--- config.mk ---
export PLATFORM = sky130hd
export DESIGN_NAME = fcp_prop_reg
export DESIGN_NICKNAME = d
export VERILOG_FILES = /design/src/rtl/fcp_pkg.sv /design/src/rtl/fcp_lock_ctrl.sv /design/src/rtl/fcp_bit_store.sv /design/src/rtl/fcp_prop_reg.sv
export SDC_FILE = /design/constraint.sdc
export NUM_CORES = 1
export LEC_CHECK = 0
export ABC_AREA = 0
export CAP_MARGIN = 20
export CORE_ASPECT_RATIO = 1.1
export CORE_MARGIN = 3
export CORE_UTILIZATION = 55
export CTS_CLUSTER_SIZE = 16
export DETAILED_ROUTE_END_ITERATION = 10
export DONT_BUFFER_PORTS = 1
export PLACE_DENSITY = 0.74
export REMOVE_ABC_BUFFERS = 1
export SYNTH_ARGS = -nofsm -noshare
export SYNTH_HDL_FRONTEND = slang
export SYNTH_SLANG_ARGS = --single-unit
--- constraint.sdc ---
create_clock -name clk -period 1.9 [get_ports clk]
set_input_delay 0.285 -clock clk [delete_from_list [all_inputs] [get_ports clk]]
set_output_delay 0.285 -clock clk [all_outputs]
set_load 0.05 [all_outputs]
--- src/rtl/fcp_pkg.sv ---
package fcp_pkg;
  localparam int unsigned REG_W    = 32;
  localparam int unsigned OPC_W    = 8;
  localparam int unsigned VLOCK_B  = 30;
  localparam int unsigned DVALID_B = 31;

  // bits writable by software unless the vendor lock is set
  localparam logic [REG_W-1:0] M_VLOCK_ONLY = 32'h7F00_00E0;
  // bits writable by software unless either lock is set
  localparam logic [REG_W-1:0] M_BOTH_LOCKS = 32'h00FF_FF1C;
  // bits loaded by the discovery port
  localparam logic [REG_W-1:0] M_DISC       = 32'h37FF_FFFC;

  function automatic logic [REG_W-1:0] reset_word(input logic [OPC_W-1:0] e4k);
    logic [REG_W-1:0] w;
    w = '0;
    w[15:8] = e4k;
    return w;
  endfunction
endpackage

--- src/rtl/fcp_lock_ctrl.sv ---
module fcp_lock_ctrl
  import fcp_pkg::*;
(
  input  logic             cur_vlock,
  input  logic             cur_dvalid,
  input  logic             sw_wr,
  input  logic             hw_ld,
  input  logic [REG_W-1:0] hw_data,
  output logic [REG_W-1:0] sw_we,
  output logic [REG_W-1:0] hw_we,
  output logic [REG_W-1:0] hw_d
);
  logic [REG_W-1:0] allow;
  logic [REG_W-1:0] set_dv;

  always_comb begin
    allow = '0;
    if (!cur_vlock) begin
      allow = allow | M_VLOCK_ONLY;
      if (!cur_dvalid) allow = allow | M_BOTH_LOCKS;
    end
    set_dv = '0;
    set_dv[DVALID_B] = 1'b1;
  end

  assign sw_we = {REG_W{sw_wr}} & allow;
  assign hw_we = {REG_W{hw_ld}} & (M_DISC | set_dv);
  assign hw_d  = (hw_data & M_DISC) | set_dv;
endmodule

--- src/rtl/fcp_bit_store.sv ---
module fcp_bit_store
  import fcp_pkg::*;
#(
  parameter logic [REG_W-1:0] RST_VAL = '0
) (
  input  logic             clk,
  input  logic             rst_n,
  input  logic [REG_W-1:0] sw_we,
  input  logic [REG_W-1:0] sw_d,
  input  logic [REG_W-1:0] hw_we,
  input  logic [REG_W-1:0] hw_d,
  output logic [REG_W-1:0] q
);
  for (genvar i = 0; i < REG_W; i++) begin : g_bit
    always_ff @(posedge clk or negedge rst_n) begin
      if (!rst_n)        q[i] <= RST_VAL[i];
      else if (hw_we[i]) q[i] <= hw_d[i];
      else if (sw_we[i]) q[i] <= sw_d[i];
    end
  end
endmodule

--- src/rtl/fcp_prop_reg.sv ---
module fcp_prop_reg
  import fcp_pkg::*;
#(
  parameter logic [OPC_W-1:0] ERASE4K_RST = 8'h20
) (
  input  logic             clk,
  input  logic             rst_n,
  input  logic             cfg_wr_en,
  input  logic [REG_W-1:0] cfg_wr_data,
  input  logic             disc_ld,
  input  logic [REG_W-1:0] disc_data,
  output logic [REG_W-1:0] prop_q
);
  localparam logic [REG_W-1:0] RST_WORD = reset_word(ERASE4K_RST);

  logic [REG_W-1:0] sw_we, hw_we, hw_d, q;

  fcp_lock_ctrl u_lock (
    .cur_vlock (q[VLOCK_B]),
    .cur_dvalid(q[DVALID_B]),
    .sw_wr     (cfg_wr_en),
    .hw_ld     (disc_ld),
    .hw_data   (disc_data),
    .sw_we     (sw_we),
    .hw_we     (hw_we),
    .hw_d      (hw_d)
  );

  fcp_bit_store #(.RST_VAL(RST_WORD)) u_store (
    .clk  (clk),
    .rst_n(rst_n),
    .sw_we(sw_we),
    .sw_d (cfg_wr_data),
    .hw_we(hw_we),
    .hw_d (hw_d),
    .q    (q)
  );

  assign prop_q = q;
endmodule

### Word-level counts from Yosys, hierarchy flattened

Index checks and enable logic that the tools add are counted.

* output and inout bits: 32
* register bits after elaboration: 32

* mux-type cells: 58
* reductions and logical operators: 28
* bitwise logic cells: 1

Operators with widths (count)
* $mux W1: 56
* $reduce_bool A2 Y1: 28
* $and A32 B31 Y32: 1
* $mux W31: 1
* $mux W24: 1

### Longest topological paths before layout

Gate-level depths: netlist of run 1.

* word-level depth: 5
* mapped depth: 6
* mapped depth without buffers: 3

### By module

A second synthesis of run 1 with hierarchy kept.

* cell total of the unflattened synthesis: 226
* area, all modules: 2134.5 µm²

Modules (own cells, without submodules)
* fcp_bit_store: instances 1, area each 1402.6 µm², cells each 128
* fcp_lock_ctrl: instances 1, area each 732.0 µm², cells each 98

### Least setup slack after synthesis of run 1

No wires, ideal clock.

* kind: reg2reg
* start point: register u_store.q[30]
* end point: register u_store.q[10]
* data required time: 1775 ps
* setup time: 125 ps
* setup slack: 444 ps
* cell stages (with the launch flop): 7
* arrival: 1331 ps
* clock period less this slack: 1456 ps
* cell sequence: dfrtp_1 nand2b_4 buf_12 o21bai_4 buf_6 buf_12 mux2_4

* longest elaborated chain between the ends: 3

RTL lines
* start: declaration: line fcp_bit_store.sv:12 `output logic [REG_W-1:0] q`
* start signal: indexed assignment: line fcp_bit_store.sv:16 `if (!rst_n) q[i] <= RST_VAL[i];`
* start signal: indexed assignment: line fcp_bit_store.sv:17 `else if (hw_we[i]) q[i] <= hw_d[i];`
* start signal: indexed assignment: line fcp_bit_store.sv:18 `else if (sw_we[i]) q[i] <= sw_d[i];`
* $mux W31: line fcp_lock_ctrl.sv:18 `if (!cur_vlock) begin`
* $and A32 B31 Y32: line fcp_lock_ctrl.sv:26 `assign sw_we = {REG_W{sw_wr}} & allow;`
* $reduce_bool A2 Y1 (no source line)

No other way between the ends.
A chain may end at the register's enable or synchronous reset.

### Worst setup path after layout of run 1

* start point: register u_store.q[30]
* end point: register u_store.q[15]

The elaborated chain is that of the path after synthesis.

==> results.md, run 1 <==
- H-tree Lvls: 2
- Cells after Synth: 109
- Yosys top cell area share: 47.2%
- Critical path class: reg -> reg
- Slew headroom: 66.3%
- Fin util: 61.9%
- R2r worst-path depth: 4
- Antenna violations before repair: 0
- Root buf cell: clkbuf_4
- Num CTS Buffers: 5
- Mapped Area: 0.00154 mm²
- Num rows: 19
- Hold Crit Depth: 1
- DR pass1 iterations: 4
- RSZ-0062 raised after global routing: no
- Layout area overhead: 4.32%
- RR Endpoint: u_store.q[15]$_DFFE_PN0P_
- Die X: 56.4 µm
- Clock power share: 28.8%
- Mean post-synth cell area: 14.1 µm²
- Die height: 61.4 µm
- Worst Tran Pin Value: 505 ps
- Final worst path period share: 83.3%
- Via count: 836
- Most instantiated cells after synthesis: dfrtp_1 (29), mux2_2 (29), mux2_4 (10)
- Max reg flops: 30
- Post-CTS Setup Bufs: 0
- Crit end category: flip-flop
- DRT iter0 DRCs: 41
- Leak pwr: 0.751 nW
- GRT Total Usage: 16.1%
- Switch Pwr: 0.605 mW
- Final setup fails: 0
- DRT Wirelength: 2770 µm
- Share of layout cells above drive strength 1: 50.0%
- Leading area contributor after synthesis: dfrtp_1
- Top FF cell, synth: dfrtp_1
- Worst-Skew Late Latency: 330 ps
- Register bank with the most flops: u_store.q
- Worst VDD drop: 0.733 mV
- DR WL/cell: 19.3 µm
- Combinational Power Share: 10.3%
- HP Class: in -> reg
- Power share of the sequential group: 60.9%
- R2R Path Start: u_store.q[30]$_DFFE_PN0P_
- Pwr/cell area: 1060 mW/mm²
- Asr flop ratio synth: 100%
- Status: finished, final reports clean
- Post-synth EDFFs: 0
- ANT nets after route: 0
- CTS tree: built
- Crit Path Max Fanout: 18
- Hold Path End: u_store.q[24]$_DFFE_PN0P_
- Internal power: 1.09 mW
- Hold Crit Start: disc_ld
- FF+latch count, synth: 30
- Final setup TNS: 0 ps
- Clk sinks: 30
- DR DRC count: 0
- Max_cap viols: 0
- Starting density of the core: 59.3%
- Largest net degree at the start of global routing: 38
- Post-Route Skew: 11.3 ps
- Distinct cells, synth: 17
- Clock Tree Buf Depth: 2
- Clock-pin slew on the worst setup and hold paths: 100 ps
- Core ar.: 0.00259 mm²
- Min cycle time layout: 1580 ps
- Non-Filler Cell Area, Final: 0.00160 mm²
- CTS-repair resized insts: 0
- Sw Ratio: 35.6%
- First-pass GRT wire length: 4130 µm
- GRT overflow: 0
- Pins Over Slew Limit: 0
- Number of synthesis warnings: 0
- Register area share after synthesis: 48.9%
- Critical Path Source Type: flip-flop
- # diodes: 0
- Ports: 100
- Number of nets in the layout: 179
- DP Area: 0.00150 mm²
- Top Registers: u_store.q: 30 flops
- Die area: 0.00346 mm²
- Routability cong.: 0.713
- Critical Path AT: 1800 ps
- Final HPWL DP: 2030 µm
- CP required: 2110 ps
- Top cells by area, synth: dfrtp_1 (47%), mux2_2 (21%), mux2_4 (9.8%), mux2i_1 (5.2%), buf_12 (2.6%)
- R2r setup slk: 320 ps
- Hold Fails Final Rpt: 0
- Max Fclk: 632 MHz
- Vias per Instance: 5.85
- Vias in the first global route: 881
- PortBufs: 0
[repair_timing]
action / in CTS / in global routing
hold buffers: 2 / 0
hold endpoints to repair: 30 / 0
setup endpoints to repair: 0 / 0
[layer usage]
layer,up-vias,global-route usage (%),wire length [µm]
met2,64,24.5,1360
met5,-,0,0
met1,389,18.7,1010
met4,0,7.12,44
li1,376,-,-
met3,7,9.22,354
[how the worst max path moves through the flow]
stage	end	slack [ps]	cells past startpoint	start
final	u_store.q[15]$_DFFE_PN0P_	320	4	u_store.q[30]$_DFFE_PN0P_
after global routing	u_store.q[9]$_DFFE_PN0P_	250	4	u_store.q[30]$_DFFE_PN0P_
after CTS	u_store.q[15]$_DFFE_PN0P_	310	4	u_store.q[30]$_DFFE_PN0P_
after detailed placement	u_store.q[15]$_DFFE_PN0P_	330	4	u_store.q[30]$_DFFE_PN0P_
after global placement	u_store.q[18]$_DFFE_PN0P_	370	4	u_store.q[30]$_DFFE_PN0P_
after floorplan	u_store.q[11]$_DFFE_PN0P_	80	3	u_store.q[30]$_DFFE_PN0P_
[final cells by class]
cell class	count	area, µm²
fill	206	988
sequential	30	752
multi-input combinational	69	682
timing repair buffer	5	52.6
clock inverter	3	40.0
tap	31	38.8
clock buffer	5	37.5
[power groups by stage]
stage	Sequential (mW)	Combinational (mW)	Clock, mW
floorplan	1.03	0.141	0
global placement	1.05	0.149	0
detailed placement	1.05	0.161	0
CTS	1.04	0.179	0.511
global route	1.04	0.192	0.541
finish	1.03	0.175	0.490
[worst max-delay path, cell delays in order, from the launching register on]
cell	delay [ps]
dfrtp_1	390
nand2b_4	230
o21bai_4	160
buf_4	300
mux2_2	370
[per-stage QoR]
step / total power, mW / worst slack, ps / instances / hold slack, ps
after detailed placement: 1.21 / 328 / 133 / -9.88
after floorplan: 1.17 / 77.1 / 99 / -10.6
after global placement: 1.20 / 370 / 133 / -9.98
after CTS: 1.73 / 308 / 143 / 37.4
final: 1.70 / 317 / 143 / 67.5
after global routing: 1.78 / 255 / 143 / 26.7
[layout by cell type (no fill, tap or decap), drive strengths merged]
cell,n
dlygate4sd3,1
clkbuf,5
o21bai,1
dfstp,1
nand2b,1
o21ai,8
buf,4
dfrtp,29
mux2i,8
mux2,39
bufinv,1
or2,1
a21o,1
clkinv,2
nand2,8
conb,2
[kinds of logic after synthesis]
kind of cell	after synthesis	share of synthesized area, %
mux	47	36.2
buf+inv	11	6.92
other cells	1	0.244
compound gates	10	4.40
flops	30	48.9
simple gates	10	3.26
Note: power is estimated with default switching activity, not from simulation.
==> inputs of run 2 (changes only) <==
clock period = 1.5 ns   (was 1.9 ns; I/O delays follow)
==> run 2 against run 1 <==
Power up 19%; critical path depth unchanged; core utilization up 1.9 points; worst setup slack got worse by 160 ps; global-route usage up 0.62 points; sequential power up 21%; sequential cell count unchanged; die area unchanged; maximum frequency is 18% higher; register-to-register slack got worse by 160 ps; first-iteration DRC count is 34% lower; clock power down 6.1%.
==> results.md, run 2 (synthesis results as in run 1) <==
- Layout area overhead: 7.49%
- Hold Buf Count CTS: 3
- FF+latch area: 752 µm²
- Core ar.: 0.00259 mm²
- Leak pwr: 0.779 nW
- Vias per Instance: 5.87
- Final Instance Count excl. Fillers: 149
- Final setup TNS: 0 ps
- Vias in the first global route: 883
- Power share of the sequential group: 61.7%
- DR DRC count: 0
- Root buf cell: clkbuf_4
- First-pass GRT wire length: 4260 µm
- Post-Route Skew: 5.22 ps
- Switch Pwr: 0.748 mW
- Num CTS Buffers: 5
- Worst VDD drop: 0.813 mV
- Sw Ratio: 36.9%
- # fillers: 205
- # diodes: 0
- Clock-pin slew on the worst setup and hold paths: 80 ps
- Final HPWL DP: 2140 µm
- GRT overflow: 0
- Final setup fails: 0
- Most frequent cells in the layout: mux2_2 (29), dfrtp_1 (29), mux2_4 (10), buf_4 (9)
- CP required: 1710 ps
- Internal power: 1.28 mW
- Pwr/cell area: 1230 mW/mm²
- RSZ-0062 raised after global routing: no
- Via count: 874
- Starting density of the core: 59.3%
- Min cycle time layout: 1340 ps
- Final worst path period share: 89.5%
- DP Cell Count: 140
- Combinational Power Share: 15.6%
- Post-CTS Setup Bufs: 0
- Non-Filler Cell Area, Final: 0.00165 mm²
- Fin util: 63.7%
- Number of nets in the layout: 187
- Top Registers: u_store.q: 30 flops
- Critical Path Source Type: flip-flop
- Max reg flops: 30
- ANT nets after route: 0
- CTS tree: built
- DR pass1 iterations: 2
- Clock power share: 22.7%
- Clk sinks: 30
- Num rows: 19
- DRT Wirelength: 2910 µm
- HP Class: in -> reg
- DP Area: 0.00156 mm²
- DR WL/cell: 19.5 µm
- Antenna violations before repair: 0
- Routability cong.: 0.742
- PortBufs: 0
- GRT Total Usage: 16.7%
- Crit end category: flip-flop
- Largest net degree at the start of global routing: 36
- Hold Fails Final Rpt: 0
- Power consumption: 2.03 mW
- H-tree Lvls: 2
- Status: finished, final reports clean
- Pins Over Slew Limit: 0
- Critical path class: reg -> reg
- Critical Path AT: 1550 ps
- Register bank with the most flops: u_store.q
- Die X: 56.4 µm
- Die height: 61.4 µm
- Max Fclk: 745 MHz
- Worst-Skew Late Latency: 320 ps
- CTS-repair resized insts: 0
- Share of layout cells above drive strength 1: 51.7%
- Crit Path Max Fanout: 18
- Clock Tree Buf Depth: 2
- DRT iter0 DRCs: 27
- Multi-input logic area: 682 µm²
- Max_cap viols: 0
- Ports: 100
- Die area: 0.00346 mm²
-- run 2: per-stage QoR --
| step | setup WS (ps) | hold WS (ps) |
|---|---|---|
| 2_1_floorplan | -323 | -70.6 |
| 3_3_place_gp | 184 | -70.0 |
| 3_5_place_dp | 155 | -69.9 |
| 4_1_cts | 146 | 2.81 |
| 5_1_grt | 96.8 | 4.60 |
| 6_report | 157 | 24.2 |
-- run 2: metal layers --
| metal | GRT usage (%) | wire, µm |
|---|---|---|
| met5 | 0 | 0 |
| met3 | 7.34 | 326 |
| met2 | 27.2 | 1430 |
| met1 | 18.4 | 1100 |
| met4 | 10.2 | 54 |
-- run 2: critical path, cell delays in order (launching register included) --
cell and delay, ps:
dfrtp_1 390, nand2b_4 150, o21bai_4 160, buf_12 190
mux2_2 350
-- run 2: final timing paths --
kind	from	cells after the start	to	slack [ps]
worst max-delay path	u_store.q[30]$_DFFE_PN0P_	4	u_store.q[20]$_DFFE_PN0P_	160
worst min-delay path	disc_ld	1	u_store.q[24]$_DFFE_PN0P_	20
worst max register to register	u_store.q[30]$_DFFE_PN0P_	4	u_store.q[20]$_DFFE_PN0P_	160
worst min register to register	u_store.q[29]$_DFFE_PN0P_	2	u_store.q[29]$_DFFE_PN0P_	580
max in group asynchronous	rst_n	2	u_store.q[13]$_DFFE_PN1P_	920
min in group asynchronous	rst_n	2	u_store.q[10]$_DFFE_PN0P_	350
-- run 2: power by group through the flow --
stage / clock, mW / sequential (mW) / combinational, mW
floorplan: 0 / 1.31 / 0.179
global placement: 0 / 1.26 / 0.282
detailed placement: 0 / 1.27 / 0.297
CTS: 0.485 / 1.25 / 0.324
global route: 0.504 / 1.26 / 0.340
finish: 0.460 / 1.25 / 0.317
-- run 2: cell type report --
cell class                 instances  area share (%)
clock buffer                       6            3.11
multi-input combinational         69            41.3
sequential                        30            45.5
tap                               31            2.35
timing repair buffer              13            7.73
==> inputs of run 3 (changes only) <==
CTS_BUF_LIST = sky130_fd_sc_hd__clkbuf_16   (was unset)
==> run 3 against run 2 <==
Clock power grew 93%; sequential share of layout area shrank 1.8 points; worst setup slack gained 3.9 ps; via count shrank 1.8%; register-to-register slack is essentially flat; highest routed layer unchanged; hold slack gained 48 ps; non-clock buffer count shrank 1; first-iteration DRC count grew 30%; cell count shrank 0.67%; largest power group unchanged; maximum frequency grew 0.29%.
==> results.md, run 3 (synthesis results as in run 1) <==
- Max reg flops: 30
- Clock power share: 36.1%
- GR Util met3: 7.34%
- Die X: 56.4 µm
- Combinational Power Share: 12.8%
- Pwr/cell area: 1430 mW/mm²
- Critical Path AT: 1490 ps
- # diodes: 0
- RR Endpoint: u_store.q[20]$_DFFE_PN0P_
- Vias in the first global route: 887
- Die height: 61.4 µm
- R2r setup slk: 160 ps
- GRT overflow: 0
- PortBufs: 0
- DR pass1 iterations: 3
- Num CTS Buffers: 5
- Starting density of the core: 59.3%
- Die area: 0.00346 mm²
- Register bank with the most flops: u_store.q
- DP Area: 0.00156 mm²
- Vias per Instance: 5.80
- Max Fclk: 747 MHz
- Hold WS: 72.6 ps
- Via count: 858
- Hold Path End: u_store.q[25]$_DFFE_PN0P_
- GR met1 Demand/Resource: 18.7%
- Antenna violations before repair: 0
- Ports: 100
- Core ar.: 0.00259 mm²
- ANT nets after route: 0
- Crit Path Max Fanout: 18
- Share of layout cells above drive strength 1: 51.3%
- Final setup fails: 0
- Routing usage on met2: 26.4%
- Leak pwr: 0.807 nW
- DR WL/cell: 19.6 µm
- Hold Crit Start: disc_ld
- Final setup TNS: 0 ps
- Final HPWL DP: 2140 µm
- Power consumption: 2.46 mW
- Hold Crit Depth: 1
- Clock-pin slew on the worst setup and hold paths: 50 ps
- Power share of the sequential group: 51.1%
- Pins Over Slew Limit: 0
- DRT Wirelength: 2900 µm
- Status: finished, final reports clean
- Min cycle time layout: 1340 ps
- Post-Route Skew: 1.86 ps
- Critical path class: reg -> reg
- Largest net degree at the start of global routing: 38
- CTS tree: built
- Clock Tree Buf Depth: 2
- Final worst path period share: 89.3%
- Num rows: 19
- Layout area overhead: 11.9%
- Top Registers: u_store.q: 30 flops
- Root buf cell: clkbuf_16
- Internal power: 1.66 mW
- H-tree Lvls: 2
- HP Class: in -> reg
- Worst-Skew Late Latency: 270 ps
- Sw Ratio: 32.5%
- Non-Filler Cell Area, Final: 0.00172 mm²
- DP Cell Count: 140
- DR DRC count: 0
- Clk sinks: 30
- Grt peak-use layer: met2
- # fillers: 198
- Worst VDD drop: 0.976 mV
- R2r worst-path depth: 4
- GRT Total Usage: 16.4%
- Worst Tran Pin Value: 506 ps
- Slew headroom: 66.3%
- Critical Path Source Type: flip-flop
- First-pass GRT wire length: 4260 µm
- Post-CTS Setup Bufs: 0
- Number of nets in the layout: 186
- DRT iter0 DRCs: 35
- Crit end category: flip-flop
- R2R Path Start: u_store.q[30]$_DFFE_PN0P_
- RSZ-0062 raised after global routing: no
- Routability cong.: 0.742
- Hold Fails Final Rpt: 0
- Final Instance Count excl. Fillers: 148
- Switch Pwr: 0.800 mW
- Max_cap viols: 0
- CP required: 1650 ps
- Most frequent cells in the layout: mux2_2 (29), dfrtp_1 (29), mux2_4 (10), buf_4 (9)
run 3: cell count changes in the layout (fill, tap and decap cells not counted), sizes merged:
cell	delta
clkinv	+1
clkbuf	-1
dlygate4sd3	-1
run 3: worst max-delay path: stages, from the launching register on:
cell and delay, ps:
dfrtp_1 370, nand2b_4 150, o21bai_4 160, buf_12 190, mux2_2 350
run 3: layout make-up:
cell class	count	area [µm²]	area share, %
Clock buffer	5	125	7.28
Tap cell	31	38.8	2.26
Clock inverter	1	3.75	0.218
Timing Repair Buffer	12	118	6.84
Sequential cell	30	752	43.7
Multi-Input combinational cell	69	682	39.7
run 3: what timing repair did:
| item | in CTS | in global routing |
|---|---|---|
| resized for setup | 0 | 0 |
| hold buffers | 2 | 0 |
| endpoints found under the hold margin | 30 | 0 |
run 3: power by group through the flow:
| stage | clock network, mW | registers [mW] | logic (mW) |
|---|---|---|---|
| 6_report | 0.887 | 1.25 | 0.315 |
| 5_1_grt | 0.945 | 1.27 | 0.337 |
| 4_1_cts | 0.907 | 1.26 | 0.321 |
| 3_5_place_dp | 0 | 1.27 | 0.297 |
| 3_3_place_gp | 0 | 1.26 | 0.282 |
| 2_1_floorplan | 0 | 1.31 | 0.179 |
run 3: worst max path at each step:
stage	slack [ps]	cells after the start	start	end
6_report	160	4	u_store.q[30]$_DFFE_PN0P_	u_store.q[20]$_DFFE_PN0P_
4_1_cts	150	4	u_store.q[30]$_DFFE_PN0P_	u_store.q[9]$_DFFE_PN0P_
3_5_place_dp	160	4	u_store.q[30]$_DFFE_PN0P_	u_store.q[9]$_DFFE_PN0P_
2_1_floorplan	-320	3	u_store.q[30]$_DFFE_PN0P_	u_store.q[11]$_DFFE_PN0P_
5_1_grt	100	4	u_store.q[30]$_DFFE_PN0P_	u_store.q[9]$_DFFE_PN0P_
3_3_place_gp	180	4	u_store.q[30]$_DFFE_PN0P_	u_store.q[18]$_DFFE_PN0P_
run 3: metal layers:
| metal | routed length [µm] | vias to the layer above | part of all wire (%) |
|---|---|---|---|
| li1 | - | 388 | - |
| met1 | 1090 | 403 | 38 |
| met3 | 333 | 4 | 11 |
| met2 | 1450 | 63 | 50 |
| met5 | 0 | - | 0 |
| met4 | 25 | 0 | 0.86 |
run 3: per-stage QoR:
| stage | utilization [%] | worst slack (ps) |
|---|---|---|
| CTS | 66.3 | 155 |
| finish | 66.3 | 161 |
| floorplan | - | -323 |
| global route | 66.3 | 103 |
| global placement | 60.2 | 184 |
| detailed placement | 60.2 | 155 |
